==> config.mk <==
export PLATFORM = sky130hd
export DESIGN_NAME = tdm_slot_rx
export DESIGN_NICKNAME = d
export VERILOG_FILES = /design/src/rtl/tdm_slot_rx.sv
export SDC_FILE = /design/constraint.sdc
export NUM_CORES = 1
export LEC_CHECK = 0
export ABC_AREA = 1
export BUFFER_PORTS_ARGS = -buffer_cell sky130_fd_sc_hd__buf_2
export CAP_MARGIN = 20
export CORE_MARGIN = 8
export CORE_UTILIZATION = 55
export DETAILED_ROUTE_END_ITERATION = 7
export PLACE_DENSITY = 0.82
export SLEW_MARGIN = 40
export SYNTH_ARGS = -nofsm -noshare
export SYNTH_HDL_FRONTEND = slang
export SYNTH_SLANG_ARGS = --single-unit
export TNS_END_PERCENT = 20
==> constraint.sdc <==
create_clock -name clk -period 5.7 [get_ports clk]
set_clock_uncertainty 0.15 [all_clocks]
set_input_delay 0.855 -clock clk [delete_from_list [all_inputs] [get_ports clk]]
set_output_delay 0.855 -clock clk [all_outputs]
set_load 0.01 [all_outputs]
==> src/rtl/tdm_slot_rx.sv <==
module tdm_slot_rx #(
  parameter int SLOT_W     = 7,
  parameter int WORD_BYTES = 2
) (
  input  logic                    clk,
  input  logic                    rst_n,
  input  logic                    cfg_master,
  input  logic [SLOT_W-1:0]       cfg_slots,
  input  logic [2:0]              cfg_smp,
  input  logic [31:0]             cfg_mask_lo,
  input  logic [31:0]             cfg_mask_hi,
  input  logic                    cfg_swap,
  input  logic                    cfg_irq_en,
  input  logic                    irq_clr,
  input  logic                    ovf_clr,
  input  logic                    bus_bclk,
  input  logic                    bus_fs,
  input  logic                    loc_bclk,
  input  logic                    loc_fs,
  input  logic                    sdin,
  output logic                    out_valid,
  input  logic                    out_ready,
  output logic [8*WORD_BYTES-1:0] out_data,
  output logic                    irq,
  output logic                    irq_sts,
  output logic                    ovf
);
  localparam int BIT_W  = SLOT_W + 3;
  localparam int WORD_W = 8 * WORD_BYTES;
  localparam int BC_W   = $clog2(WORD_BYTES);

  logic s_bclk, p_bclk, s_fs, p_fs, s_din;
  logic locked, ph;
  logic [BIT_W-1:0] rcnt, bitpos;
  logic [2:0] dly, off;
  logic [6:0] sr;
  logic [WORD_W-1:0] acc;
  logic [BC_W-1:0] bcnt;

  wire [BIT_W-1:0] fbits = {cfg_slots, 3'b000};
  wire rise     = s_bclk & ~p_bclk;
  wire edge_any = s_bclk ^ p_bclk;
  wire fs_ev    = s_fs & ~p_fs;
  wire fs_bad   = fs_ev && locked && (rcnt != fbits);
  wire realign  = fs_ev && (!locked || fs_bad);
  wire smp      = locked && !realign && edge_any && (dly == 3'd0) && !ph;

  wire [SLOT_W-1:0] slot = bitpos[BIT_W-1:3];
  wire slot_en = (slot[SLOT_W-1:5] == '0)                 ? cfg_mask_lo[slot[4:0]] :
                 (slot[SLOT_W-1:5] == (SLOT_W-5)'(1))     ? cfg_mask_hi[slot[4:0]] : 1'b0;

  wire [7:0] new_byte = {sr, s_din};
  wire byte_done = smp && slot_en && (bitpos[2:0] == 3'd7);
  wire word_done = byte_done && (bcnt == BC_W'(WORD_BYTES - 1));
  wire [WORD_W-1:0] acc_nxt = cfg_swap ? {new_byte, acc[WORD_W-1:8]} : {acc[WORD_W-9:0], new_byte};

  always_comb begin
    case (cfg_smp)
      3'd0: off = 3'd2;
      3'd1: off = 3'd3;
      3'd2: off = 3'd4;
      3'd3: off = 3'd5;
      3'd4: off = 3'd6;
      default: off = 3'd0;
    endcase
  end

  assign irq = irq_sts & cfg_irq_en;

  always_ff @(posedge clk or negedge rst_n) begin
    if (!rst_n) begin
      s_bclk <= 1'b0; p_bclk <= 1'b0; s_fs <= 1'b0; p_fs <= 1'b0; s_din <= 1'b0;
    end else begin
      s_bclk <= cfg_master ? loc_bclk : bus_bclk;
      s_fs   <= cfg_master ? loc_fs : bus_fs;
      s_din  <= sdin;
      p_bclk <= s_bclk;
      p_fs   <= s_fs;
    end
  end

  always_ff @(posedge clk or negedge rst_n) begin
    if (!rst_n) begin
      locked <= 1'b0; ph <= 1'b0; dly <= '0; rcnt <= '0; bitpos <= '0;
      sr <= '0; acc <= '0; bcnt <= '0;
    end else if (realign) begin
      locked <= 1'b1; ph <= 1'b0; dly <= off; rcnt <= '0; bitpos <= '0; bcnt <= '0;
    end else begin
      if (fs_ev) rcnt <= '0;
      else if (rise && rcnt != '1) rcnt <= rcnt + BIT_W'(1);
      if (locked && edge_any) begin
        if (dly != 3'd0) dly <= dly - 3'd1;
        else begin
          ph <= ~ph;
          if (!ph) begin
            bitpos <= (bitpos == fbits - BIT_W'(1)) ? '0 : bitpos + BIT_W'(1);
            if (slot_en) sr <= {sr[5:0], s_din};
            if (byte_done) begin
              acc  <= acc_nxt;
              bcnt <= word_done ? '0 : bcnt + BC_W'(1);
            end
          end
        end
      end
    end
  end

  always_ff @(posedge clk or negedge rst_n) begin
    if (!rst_n) begin
      out_valid <= 1'b0; out_data <= '0; ovf <= 1'b0; irq_sts <= 1'b0;
    end else begin
      if (word_done && (!out_valid || out_ready)) begin
        out_valid <= 1'b1;
        out_data  <= acc_nxt;
      end else if (out_ready) out_valid <= 1'b0;
      if (word_done && out_valid && !out_ready) ovf <= 1'b1;
      else if (ovf_clr) ovf <= 1'b0;
      if (fs_bad) irq_sts <= 1'b1;
      else if (irq_clr) irq_sts <= 1'b0;
    end
  end

  p_bad_fs_flags_r6: assert property (@(posedge clk) disable iff (!rst_n)
    (fs_ev && locked && rcnt != fbits) |=> irq_sts);
  p_hold_word_r8: assert property (@(posedge clk) disable iff (!rst_n)
    (out_valid && !out_ready) |=> (out_valid && $stable(out_data)));
  p_valid_drop_r8: assert property (@(posedge clk) disable iff (!rst_n)
    $fell(out_valid) |-> $past(out_ready));
  p_no_overflow_r9: assert property (@(posedge clk) disable iff (!rst_n)
    $rose(ovf) |-> $past(out_valid && !out_ready));
  p_good_fs_quiet_r4: assert property (@(posedge clk) disable iff (!rst_n)
    (fs_ev && locked && rcnt == fbits && !irq_sts) |=> !irq_sts);
endmodule

==> impl_metrics.csv <==
group,metric,value,unit
run_status,outcome,"finished clean",
critical_path,cp_slowest_stage_delay,0.78,ns
critical_path,worst_ep_arrival_time,3.14,ns
die,die_w,106,microns
die,boundaryPins,107,
logic_synthesis,synthTopCellsByArea,"dfrtp_1, nand2_1, inv_1, nand3_1, o21ai_0",
finish,n_antenna_cell,0,
clocking,post-cts-setup-buffer-count,0,
die,coreArea,8050,sq um
die,dieHeight,106,microns
die,dieArea,11300,sq um
grt,grt_pass1_wl,18100,microns
routing,totalWireLength,10700,microns
timing,setup_viol,0,
clocking,cts.sinks,73,
finish,areaGrowthSynthToFinish,17.4,%
clocking,cts_buffers,9,
timing,maxSlewViolCount,0,
clocking,clock_path_buffers,2,
finish,fill_cells,699,
logic_synthesis,synth_cell_type_count,32,
grt,antenna_found_initial,0,
critical_path,path_cells,"inv_2, nand2_1, nand3_1, nand3_1, nand3_1, nand2_1, nor2_1, nor2_4, nand3_4, nor2_8, nand3_4, nand2_1, nand2_1",
logic_synthesis,yosysTopAreaCell,"dfrtp_1",
finish,drive_gt1_share,19.8,%
power,power.density,240,nW/um^2
timing,finalHoldViolations,0,
finish,fin_nets,823,
grt,first_global_vias,4126,
clocking,worstSkewPairLatency,0.35,ns
logic_synthesis,synth_nets,728,
logic_synthesis,yosys_warnings,0,
critical_path,crit_family,"simple AND/OR/NAND/NOR gates",
clocking,cts_resized,0,
grt,grt_overflow_total,0,
placement,io_buffers,106,
timing,fmax,0.328,GHz
clocking,cts_hold_buf,0,
routing,drt_iter0_drc,253,
timing,rsz0062_at_grt,"false",
timing,timing.slew.headroom,55.8,%
clocking,cts_tree,"yes",
logic_synthesis,yosysSeqAreaShare,40.9,%
power,totalPowerFinal,1.26,mW
critical_path,critPathMaxFanout,40,
routing,vias_per_cell,5.21,
logic_synthesis,ys_seq_elements,73,
routing,drc_errors,0,
power,cellLeakagePower,2.84,nW
critical_path,cp.required,5.79,ns
power,peakVddDrop,0.202,mV
routing,drt.antenna.violating_nets,0,
worst_hold_path,hold_path_class,"reg2reg",
logic_synthesis,yosysTopAreaCellShare,40.9,%
routing,wire_per_inst,12.8,microns
die,fp-row-count,33,
placement,gp_congestion,0.877,
timing,finalSetupTns,0,ns
clocking,htreeDepth,3,
die,initial_core_util,55.5,%
run,max_cap_violations,0,
routing,vias,4364,
critical_path,worst_setup_path_end_kind,"register",
timing,fin_crit_sh,53.5,%
logic_synthesis,syn_inst,633,
critical_path,slowest_stage,"dfrtp_2",
clocking,cts_root_buf,"clkbuf_8",
logic_synthesis,syn_area,4470,sq um
critical_path,critical_path.most_common_cell,"nand2_1",
critical_path,critPathKind,"reg2reg",
logic_synthesis,synth_area_per_cell,7.06,sq um
placement,hpwl,7930,microns
grt,grt_max_degree,74,
grt,grt_usage,18.9,%
clocking,clk_pin_slew,0.08,ns
timing,final.min_clock_period,3.05,ns
logic_synthesis,synth_edf_count,0,
logic_synthesis,synth_ff_type,"dfrtp_1",
logic_synthesis,synthArstFlopShare,100,%
routing,dr.pass1.iters,5,
critical_path,worst_setup_path_start_kind,"register",
timing,tightest_slew,0.664,ns
critical_path,path_buf_inv,1,
[final cells by class]
class	count	area, sq um	share of cell area (%)
Clock inverter	7	103	1.96
Clock buffer	9	124	2.36
Sequential cell	73	1830	34.8
Timing Repair Buffer	107	542	10.3
Inverter	91	342	6.51
Tap cell	105	131	2.50
Multi-Input combinational cell	446	2180	41.5
[kinds of logic (layout without fill, tap and decap cells)]
group / Yosys count / in the layout / synth area share, %
AO/OA/AOI/OAI: 88 / 88 / 10.6
adder cells (fa/ha/maj): 8 / 8 / 2.24
multiplexers: 3 / 3 / 0.756
AND/OR/NAND/NOR: 334 / 334 / 32.5
XOR/XNOR: 13 / 13 / 2.55
buffers and inverters: 114 / 214 / 10.4
flip-flops: 73 / 73 / 40.9
[cell usage in the layout (no fill, tap or decap), types with 2 or more instances in the layout]
| cell type | instances |
|---|---|
| nand2_1 | 207 |
| buf_2 | 106 |
| inv_1 | 85 |
| dfrtp_1 | 72 |
| nand3_1 | 62 |
| o21ai_0 | 54 |
| nor2_1 | 39 |
| xor2_1 | 11 |
| a21oi_1 | 10 |
| nor3_1 | 9 |
| clkbuf_8 | 9 |
| o21ai_1 | 8 |
| ha_1 | 8 |
| o211ai_1 | 7 |
| o22ai_1 | 7 |
| inv_2 | 5 |
| or2_2 | 4 |
| mux2_2 | 3 |
| nand4_1 | 3 |
| nor2_4 | 2 |
| nand3_2 | 2 |
| nand3_4 | 2 |
| xnor2_1 | 2 |
| clkinv_4 | 2 |
| bufinv_16 | 2 |
[synthesized netlist by cell type (3+ instances only)]
| master | count |
|---|---|
| nand2_1 | 207 |
| nor3_1 | 9 |
| buf_4 | 6 |
| nand4_1 | 3 |
| or2_2 | 4 |
| mux2_2 | 3 |
| inv_2 | 5 |
| o21ai_1 | 8 |
| nor2_1 | 39 |
| buf_2 | 7 |
| o22ai_1 | 7 |
| ha_1 | 8 |
| o211ai_1 | 7 |
| dfrtp_1 | 73 |
| nand3_1 | 62 |
| inv_1 | 85 |
| a21oi_1 | 10 |
| o21ai_0 | 54 |
| clkbuf_1 | 9 |
| xor2_1 | 11 |
[layer usage]
layer	track usage [%]	wire (microns)	vias up
met3	5.32	935	14
met2	32.1	5080	159
met5	0	0	-
li1	-	-	2196
met1	22.8	4560	1995
met4	5.83	112	0
[stage by stage]
step | util [%] | hold slack, ns | instance area (sq um) | setup WS (ns) | instances
floorplan | - | 0.204 | 4470 | 3.17 | 633
global placement | 62.3 | 0.211 | 5010 | 2.38 | 822
detailed placement | 62.3 | 0.219 | 5020 | 2.51 | 822
CTS | 65.2 | 0.235 | 5250 | 2.64 | 838
global route | 65.2 | 0.255 | 5250 | 2.31 | 838
finish | 65.2 | 0.231 | 5250 | 2.65 | 838
[sequential cells by signal, summed over array words and instances, names as in the netlist, 3 cells and up]
register and flops:
dly 3, sr 7, acc 16, bitpos 10, rcnt 10, out_data 16
[worst paths after layout]
kind / slack, ns / end / depth (start not counted) / start
setup / recovery: 2.65 / out_data[13] / 13 / bitpos[3]
min in group asynchronous: 0.45 / out_data[6] / 2 / rst_n
setup reg to reg: 2.65 / out_data[13] / 13 / bitpos[3]
max in group asynchronous: 4.47 / bitpos[3] / 2 / rst_n
hold / removal: 0.23 / p_fs / 0 / s_fs
hold reg to reg: 0.23 / p_fs / 0 / s_fs
[power by group]
| group | total [mW] | switching [mW] | internal [mW] |
|---|---|---|---|
| registers | 0.577 | 0.0227 | 0.554 |
| logic | 0.220 | 0.135 | 0.0853 |
| clock network | 0.461 | 0.209 | 0.252 |
No activity file was read; power rests on OpenSTA's default activity.
